==> src/rtl/mcycle_ctrl_pkg.sv <==
package mcycle_ctrl_pkg;

  localparam int STATE_COUNT = 10;
  localparam int STATE_W     = $clog2(STATE_COUNT);

  typedef enum logic [STATE_W-1:0] {
    ST_FETCH   = 'd0,
    ST_DECODE  = 'd1,
    ST_ADDR    = 'd2,
    ST_LDREAD  = 'd3,
    ST_LDWB    = 'd4,
    ST_STWRITE = 'd5,
    ST_EXEC    = 'd6,
    ST_ALUWB   = 'd7,
    ST_BRANCH  = 'd8,
    ST_JUMP    = 'd9
  } ctlState_e;

  localparam logic [1:0] PC_FROM_ALU    = 2'b00;
  localparam logic [1:0] PC_FROM_ALUOUT = 2'b01;
  localparam logic [1:0] PC_FROM_JUMP   = 2'b10;

  localparam logic [1:0] ALU_ADD   = 2'b00;
  localparam logic [1:0] ALU_SUB   = 2'b01;
  localparam logic [1:0] ALU_FUNCT = 2'b10;

  localparam logic [1:0] B_FROM_REG   = 2'b00;
  localparam logic [1:0] B_FROM_FOUR  = 2'b01;
  localparam logic [1:0] B_FROM_IMM   = 2'b10;
  localparam logic [1:0] B_FROM_IMMSH = 2'b11;

  typedef struct packed {
    logic       pcLoad;
    logic       pcLoadIfZero;
    logic       addrFromAlu;
    logic       memRd;
    logic       memWr;
    logic       instLoad;
    logic       wbFromMem;
    logic [1:0] pcSel;
    logic [1:0] aluMode;
    logic       aluASel;
    logic [1:0] aluBSel;
    logic       rfWrite;
    logic       rfDestRd;
  } strobes_t;

endpackage

==> src/rtl/mcycle_ctrl_seq.sv <==
module mcycle_ctrl_seq
  import mcycle_ctrl_pkg::*;
#(
  parameter int              OP_W      = 6,
  parameter logic [OP_W-1:0] OP_RTYPE  = 6'b000000,
  parameter logic [OP_W-1:0] OP_LOAD   = 6'b100011,
  parameter logic [OP_W-1:0] OP_STORE  = 6'b101011,
  parameter logic [OP_W-1:0] OP_BRANCH = 6'b000100,
  parameter logic [OP_W-1:0] OP_JUMP   = 6'b000010
) (
  input  logic            clk,
  input  logic            rst,
  input  logic [OP_W-1:0] opcode,
  output ctlState_e       state
);

  logic isLoad, isStore, isRtype, isBranch, isJump, isKnown;
  ctlState_e nextState;

  assign isLoad   = (opcode == OP_LOAD);
  assign isStore  = (opcode == OP_STORE);
  assign isRtype  = (opcode == OP_RTYPE);
  assign isBranch = (opcode == OP_BRANCH);
  assign isJump   = (opcode == OP_JUMP);
  assign isKnown  = isLoad | isStore | isRtype | isBranch | isJump;

  always_comb begin
    nextState = ST_FETCH;
    case (state)
      ST_FETCH:  nextState = ST_DECODE;
      ST_DECODE: begin
        if (isLoad || isStore) nextState = ST_ADDR;
        else if (isRtype)      nextState = ST_EXEC;
        else if (isBranch)     nextState = ST_BRANCH;
        else if (isJump)       nextState = ST_JUMP;
        else                   nextState = ST_FETCH;
      end
      ST_ADDR:   nextState = isStore ? ST_STWRITE : ST_LDREAD;
      ST_LDREAD: nextState = ST_LDWB;
      ST_EXEC:   nextState = ST_ALUWB;
      default:   nextState = ST_FETCH;
    endcase
  end

  always_ff @(posedge clk) begin
    if (rst) state <= ST_FETCH;
    else     state <= nextState;
  end

  // fetch always hands over to decode
  p_fetch_then_decode_r2: assert property (@(posedge clk) disable iff (rst)
    (state == ST_FETCH) |=> (state == ST_DECODE));

  // an opcode outside the known set goes straight back to fetch
  p_unknown_to_fetch_r5: assert property (@(posedge clk) disable iff (rst)
    (state == ST_DECODE && !isKnown) |=> (state == ST_FETCH));

  // address compute is followed by a memory access state
  p_addr_then_mem_r6: assert property (@(posedge clk) disable iff (rst)
    (state == ST_ADDR) |=> (state == ST_LDREAD || state == ST_STWRITE));

  // a load's memory read is followed by its write-back
  p_ldread_then_wb_r7: assert property (@(posedge clk) disable iff (rst)
    (state == ST_LDREAD) |=> (state == ST_LDWB));

  // completion states return to fetch
  p_complete_to_fetch_r11: assert property (@(posedge clk) disable iff (rst)
    (state == ST_LDWB || state == ST_STWRITE || state == ST_ALUWB ||
     state == ST_BRANCH || state == ST_JUMP) |=> (state == ST_FETCH));

endmodule

==> src/rtl/mcycle_ctrl_dec.sv <==
module mcycle_ctrl_dec
  import mcycle_ctrl_pkg::*;
(
  input  ctlState_e state,
  output strobes_t  strobes
);

  always_comb begin
    strobes = '0;
    case (state)
      ST_FETCH: begin
        strobes.memRd    = 1'b1;
        strobes.instLoad = 1'b1;
        strobes.pcLoad   = 1'b1;
        strobes.pcSel    = PC_FROM_ALU;
        strobes.aluMode  = ALU_ADD;
        strobes.aluBSel  = B_FROM_FOUR;
      end
      ST_DECODE: begin
        strobes.aluMode = ALU_ADD;
        strobes.aluBSel = B_FROM_IMMSH;
      end
      ST_ADDR: begin
        strobes.aluASel = 1'b1;
        strobes.aluBSel = B_FROM_IMM;
        strobes.aluMode = ALU_ADD;
      end
      ST_LDREAD: begin
        strobes.memRd       = 1'b1;
        strobes.addrFromAlu = 1'b1;
      end
      ST_LDWB: begin
        strobes.rfWrite   = 1'b1;
        strobes.wbFromMem = 1'b1;
      end
      ST_STWRITE: begin
        strobes.memWr       = 1'b1;
        strobes.addrFromAlu = 1'b1;
      end
      ST_EXEC: begin
        strobes.aluASel = 1'b1;
        strobes.aluBSel = B_FROM_REG;
        strobes.aluMode = ALU_FUNCT;
      end
      ST_ALUWB: begin
        strobes.rfWrite  = 1'b1;
        strobes.rfDestRd = 1'b1;
      end
      ST_BRANCH: begin
        strobes.aluASel      = 1'b1;
        strobes.aluBSel      = B_FROM_REG;
        strobes.aluMode      = ALU_SUB;
        strobes.pcLoadIfZero = 1'b1;
        strobes.pcSel        = PC_FROM_ALUOUT;
      end
      ST_JUMP: begin
        strobes.pcLoad = 1'b1;
        strobes.pcSel  = PC_FROM_JUMP;
      end
      default: strobes = '0;
    endcase
  end

endmodule

==> src/rtl/mcycle_ctrl.sv <==
module mcycle_ctrl
  import mcycle_ctrl_pkg::*;
#(
  parameter int              OP_W      = 6,
  parameter logic [OP_W-1:0] OP_RTYPE  = 6'b000000,
  parameter logic [OP_W-1:0] OP_LOAD   = 6'b100011,
  parameter logic [OP_W-1:0] OP_STORE  = 6'b101011,
  parameter logic [OP_W-1:0] OP_BRANCH = 6'b000100,
  parameter logic [OP_W-1:0] OP_JUMP   = 6'b000010
) (
  input  logic            clk,
  input  logic            rst,
  input  logic [OP_W-1:0] opcode,
  output logic            pcLoad,
  output logic            pcLoadIfZero,
  output logic            addrFromAlu,
  output logic            memRd,
  output logic            memWr,
  output logic            instLoad,
  output logic            wbFromMem,
  output logic [1:0]      pcSel,
  output logic [1:0]      aluMode,
  output logic            aluASel,
  output logic [1:0]      aluBSel,
  output logic            rfWrite,
  output logic            rfDestRd
);

  ctlState_e curState;
  strobes_t  ctlStrobes;

  mcycle_ctrl_seq #(
    .OP_W(OP_W), .OP_RTYPE(OP_RTYPE), .OP_LOAD(OP_LOAD),
    .OP_STORE(OP_STORE), .OP_BRANCH(OP_BRANCH), .OP_JUMP(OP_JUMP)
  ) seqInst (
    .clk(clk), .rst(rst), .opcode(opcode), .state(curState)
  );

  mcycle_ctrl_dec decInst (
    .state(curState), .strobes(ctlStrobes)
  );

  assign pcLoad       = ctlStrobes.pcLoad;
  assign pcLoadIfZero = ctlStrobes.pcLoadIfZero;
  assign addrFromAlu  = ctlStrobes.addrFromAlu;
  assign memRd        = ctlStrobes.memRd;
  assign memWr        = ctlStrobes.memWr;
  assign instLoad     = ctlStrobes.instLoad;
  assign wbFromMem    = ctlStrobes.wbFromMem;
  assign pcSel        = ctlStrobes.pcSel;
  assign aluMode      = ctlStrobes.aluMode;
  assign aluASel      = ctlStrobes.aluASel;
  assign aluBSel      = ctlStrobes.aluBSel;
  assign rfWrite      = ctlStrobes.rfWrite;
  assign rfDestRd     = ctlStrobes.rfDestRd;

  // one storage access per cycle
  p_single_access_r12: assert property (@(posedge clk) disable iff (rst)
    $onehot0({memRd, memWr, rfWrite}));

  // conditional and unconditional PC writes never overlap
  p_pc_write_excl_r12: assert property (@(posedge clk) disable iff (rst)
    !(pcLoad && pcLoadIfZero));

  // a cycle that loads the instruction is followed by one that writes nothing
  p_decode_quiet_r3: assert property (@(posedge clk) disable iff (rst)
    instLoad |=> !(memWr || rfWrite || pcLoad || pcLoadIfZero));

endmodule

==> config.mk <==
export PLATFORM = sky130hd
export DESIGN_NAME = mcycle_ctrl
export DESIGN_NICKNAME = d
export VERILOG_FILES = /design/src/rtl/mcycle_ctrl_pkg.sv /design/src/rtl/mcycle_ctrl_seq.sv /design/src/rtl/mcycle_ctrl_dec.sv /design/src/rtl/mcycle_ctrl.sv
export SDC_FILE = /design/constraint.sdc
export NUM_CORES = 1
export LEC_CHECK = 0
export ABC_AREA = 0
export BUFFER_PORTS_ARGS = -buffer_cell sky130_fd_sc_hd__buf_2
export CELL_PAD_IN_SITES_DETAIL_PLACEMENT = 2
export CELL_PAD_IN_SITES_GLOBAL_PLACEMENT = 2
export CORE_MARGIN = 8
export CORE_UTILIZATION = 24
export DETAILED_ROUTE_END_ITERATION = 7
export PLACE_DENSITY_LB_ADDON = 0.3
export RECOVER_POWER = 50
export SLEW_MARGIN = 20
export SYNTH_ARGS = -nofsm -noshare
export SYNTH_HDL_FRONTEND = slang
export SYNTH_SLANG_ARGS = --single-unit
==> constraint.sdc <==
create_clock -name clk -period 3.2 [get_ports clk]
set_input_delay 0.64 -clock clk [delete_from_list [all_inputs] [get_ports clk]]
set_output_delay 0.64 -clock clk [all_outputs]
set_load 0.03 [all_outputs]
* After elaboration in Yosys (flattened, before gate mapping)
Cells that the tools add are included.
** Operators by class
- Reduce and logical (&&, ||, !) cells :: 8
- Mux-type cells :: 19
- Eq/ne operators :: 13
** Operators by type and width (number)
- one-hot mux 4 bit (5 select lines) :: 1
- equality test 4 x 3 -> 1 bit, second input constant :: 4
- two-way mux 4 bit :: 4
- equality test 6 bit, second input constant :: 2
- two-way mux 1 bit :: 10
- equality test 4 x 2 -> 1 bit, second input constant :: 2
- equality test 4 bit, second input constant :: 2
- one-hot mux 2 bit (2 select lines) :: 2
- OR reduction 2 bit :: 4
- equality test 6 x 2 -> 1 bit, second input constant :: 1
- equality test 6 x 3 -> 1 bit, second input constant :: 1
- logical NOT 6 bit :: 1
- one-hot mux 2 bit (3 select lines) :: 1
- equality test 4 x 1 -> 1 bit, second input constant :: 1
- logical NOT 4 bit :: 1
- two-way mux 3 bit :: 1
- OR reduction 3 bit :: 1
- logical OR 1 bit :: 1
** Word-level totals
- Flip-flop bits (word level) :: 4
- Logic and storage cells :: 41
- Input port bits :: 8
- Output and inout bits :: 16

* Longest topological paths before layout
- Depth after elaboration :: 6
- Gate-level depth with buffers :: 4
- Gate-level depth less buffers :: 3

* Cells and area by module
Synthesis repeated with hierarchy kept, for this count alone.
** Unflattened totals
- Cells, all modules :: 55
- Area, all modules :: 461.7 µm²
** By module, submodules not included
- mcycle_ctrl_seq :: sequential area each 80.1 µm², cells an instance 29, instances 1, area an instance 246.5 µm²
- mcycle_ctrl_dec :: sequential area each 0.0 µm², cells an instance 26, instances 1, area an instance 215.2 µm²

* Worst setup path after synthesis
No wires, ideal clock.
- Kind :: reg2out
- Start :: register seqInst.state[2]
- End :: output aluMode[0]
- Data required time :: 2560 ps
- Data arrival time :: 1589 ps
- Buffers on the path :: 1
- Path slack :: 971 ps
- Stages on the path, launching flop included :: 4
- Path through :: dfxtp_1 -> nand2b_1 -> nor3_1 -> buf_4
** On the way
- Word-level cells in the longest chain between the ends :: 2
- Elaborated cells on any way between the ends :: 3
- Classes of those cells :: eq/ne (2); mux (1)
** RTL lines
- start: declaration :: line mcycle_ctrl_seq.sv:14 : output ctlState_e state
- start signal: assignment :: line mcycle_ctrl_seq.sv:47 : else state <= nextState;
- equality test 4 bit or equality test 4 x 3 -> 1 bit (tied branches) :: line mcycle_ctrl_dec.sv:10 : case (state)
- one-hot mux 2 bit (2 select lines) (*) :: line mcycle_ctrl_dec.sv:10
- end: declaration :: line mcycle_ctrl.sv:22 : output logic [1:0] aluMode,
Every way passes the cells marked *; elsewhere a longest branch is shown, timed or not.

* Worst setup path after layout
- Start :: register seqInst.state[0]
- End :: output memRd
** On the way
- Word-level cells in the longest chain between the ends :: 3
- Elaborated cells on any way between the ends :: 4
- Classes of those cells :: eq/ne (1); mux (1); reduce/logical (2)
** RTL lines
- equality test 4 x 2 -> 1 bit or logical NOT 4 bit (tied branches) :: line mcycle_ctrl_dec.sv:10
- OR reduction 2 bit (no source line) (*)
- two-way mux 1 bit (*) :: line mcycle_ctrl_dec.sv:10
- end: declaration :: line mcycle_ctrl.sv:17 : output logic memRd,
Marks and branches as above.

==> impl_metrics.toml <==
[worst_setup_path]
reg2reg_slack_ns = 1.69
critPathBufInv = 1
path_delay_family = "flip-flops"
crit_fanout = 11
max_stage_delay_ns = 0.58
cpMaxStageDelayCell = "dfxtp_1"
crit_type = "reg -> out"
end_kind = "output port"
crit_path_cell_trace = "nand2b_1 > nand2_1 > nor3_1 > buf_2"
worst_ep_arrival_time_ns = 1.58
startpoint_type = "flop"
cp_data_required_time_ns = 2.56

[sta]
setup_viol = 0
rsz0062_at_grt = "false"
maxSlewViolCount = 0
tightestPinTransition_ns = 0.540
fin_crit_ns = 2.22
skew_ns = 0.00548
tns_ns = 0
hold_viol = 0
slew_headroom_pct = 63.9
fin_crit_sh_pct = 69.3
max_freq_mhz = 451

[logic_synthesis]
synth_edf_count = 0
synthDistinctLibCells = 31
netlist_instances = 52
yosys_register_bits = 4
async_flop_share_pct = 0
yosysWarnings = 0
syn-num-nets = 60
ys_seq_area_share_pct = 18.3
syn_area_per_cell_um2 = 8.40
synth_flop_cell = "dfxtp_1"
synth_area_um2 = 437

[clock_tree]
cts.path.max_buffers = 2
cts_buffers = 3
htreeDepth = 1
clock_sinks = 4
worstSkewPairLatency_ns = 0.23
post_cts_buffers = 0
hold_buffers = 0
cts_tree = "yes"
ctsResizeCount = 0
root_buffer = "clkbuf_4"
path_clk_slew_ns = 0.04

[run_status]
status = "completed"

[layout]
nets = 82
drive_above_1_share_pct = 36.1
area_growth_syn_to_layout_pct = 21.2
diodes = 0
final.fill_count = 231
largest_reg_flops = 4
regArea_um2 = 80.1
top_register = "seqInst.state"
multi_input_area_um2 = 287
instances_no_fill = 97
top_regs = "seqInst.state: 4 flops"

[grt]
grt.overflow.total = 0
grt_pass1_vias = 512
grtUsageTotal_pct = 8.87
grt_max_degree = 15
antenna_found_initial = 0
grt_pass1_wl_mm = 2.38

[floorplanning]
dieArea_mm2 = 0.00344
die_h_um = 58.7
die_x_um = 58.7
num_rows = 15
initial_core_util_pct = 25.3
placeableCoreArea_mm2 = 0.00173
ioPinCount = 24

[placement]
portBuffers = 23
dp.final_hpwl_mm = 1.09
place_inst = 94
routabilityCongestion = 0.708

[min_path]
hp-class = "in -> reg"

[routing]
viasPerCell = 4.91
wl_per_cell_um = 14.4
initialDrtViolationCount = 4
drcViolationCount = 0
drt_wl_total_mm = 1.40
drtPass1Iterations = 3
vias = 476
ant_nets = 0

[power_and_ir_drop]
p_leak_nw = 0.227
peakVddDrop_mv = 0.0781
power_density_mw_per_mm2 = 294

[job]
max_cap_viol_count = 0
[worst reg2reg max path: stages, from the launching register on]
cell and delay (ns):
dfxtp_1 0.58, nand2b_1 0.24, nor4_1 0.34, nor4b_2 0.26
[logic make-up after synthesis]
kind of cell / synth area share, %
buffers and inverters: 12.9
DFF: 18.3
muxes: 2.58
xor gates and xnor gates: 6.02
and+or+nand+nor: 49.0
AOI/OAI and AO/OA: 11.2
[synth_stat cells, types with 2 or more instances]
cell / n / area [um^2]
nor2_1: 8 / 30.0
nor3_1: 5 / 25.0
dfxtp_1: 4 / 80.1
nand2b_1: 3 / 18.8
buf_4: 2 / 15.0
buf_6: 2 / 22.5
nand4_1: 2 / 12.5
nor4_1: 2 / 12.5
xnor2_1: 2 / 17.5
[worst paths after layout]
path                          startpoint                          end  depth (start not counted)
min                            opcode[4]  seqInst.state[3]$_SDFF_PP0_                          2
max reg2reg  seqInst.state[0]$_SDFF_PP0_  seqInst.state[3]$_SDFF_PP0_                          3
max          seqInst.state[0]$_SDFF_PP0_                        memRd                          4
min reg2reg  seqInst.state[0]$_SDFF_PP0_  seqInst.state[0]$_SDFF_PP0_                          1
[placed cells by master (no fill, tap or decap), drive strengths merged]
master,n
buf,18
nor2,8
clkbuf,8
nor3,6
nand2b,4
dfxtp,4
nor4,3
xnor2,2
nand4,2
nand2,2
a211oi,1
mux2,1
nor3b,1
xor2,1
or2,1
a221oi,1
and3,1
a31oi,1
or4,1
o311ai,1
or3,1
o21bai,1
nand4b,1
a32o,1
nor4b,1
[per-stage QoR]
stage / power, mW / util [%] / hold slack [ns] / setup WS (ns) / area [um^2]
after detailed placement: 0.0990 / 30.5 / 0.756 / 1.17 / 527
after global placement: 0.0985 / 30.5 / 0.755 / 1.15 / 527
final: 0.156 / 30.7 / 0.599 / 0.981 / 529
after global routing: 0.164 / 30.7 / 0.603 / 0.759 / 529
after floorplan: 0.0856 / - / 0.544 / 0.971 / 437
after CTS: 0.162 / 31.8 / 0.598 / 0.897 / 549
[routing by layer]
metal / vias up / global-route usage, % / share of wire [%]
met1: 228 / 9.39 / 44
met3: 2 / 2.83 / 5.2
met4: 0 / 6.14 / 1.4
met2: 14 / 14.6 / 49
met5: - / 0 / 0
li1: 232 / - / -
[area by class of cell]
type                       count  area share (%)
multi-input combinational     42            54.1
timing repair buffer          23            20.6
sequential                     4            15.1
tap                           25            5.91
clock buffer                   3            4.26
[where the power goes]
part | switching, mW | total (mW) | internal (mW)
registers | 0.00463 | 0.0561 | 0.0515
clock network | 0.0187 | 0.0605 | 0.0418
logic | 0.0254 | 0.0391 | 0.0137
(Power assumes the default switching activity.)
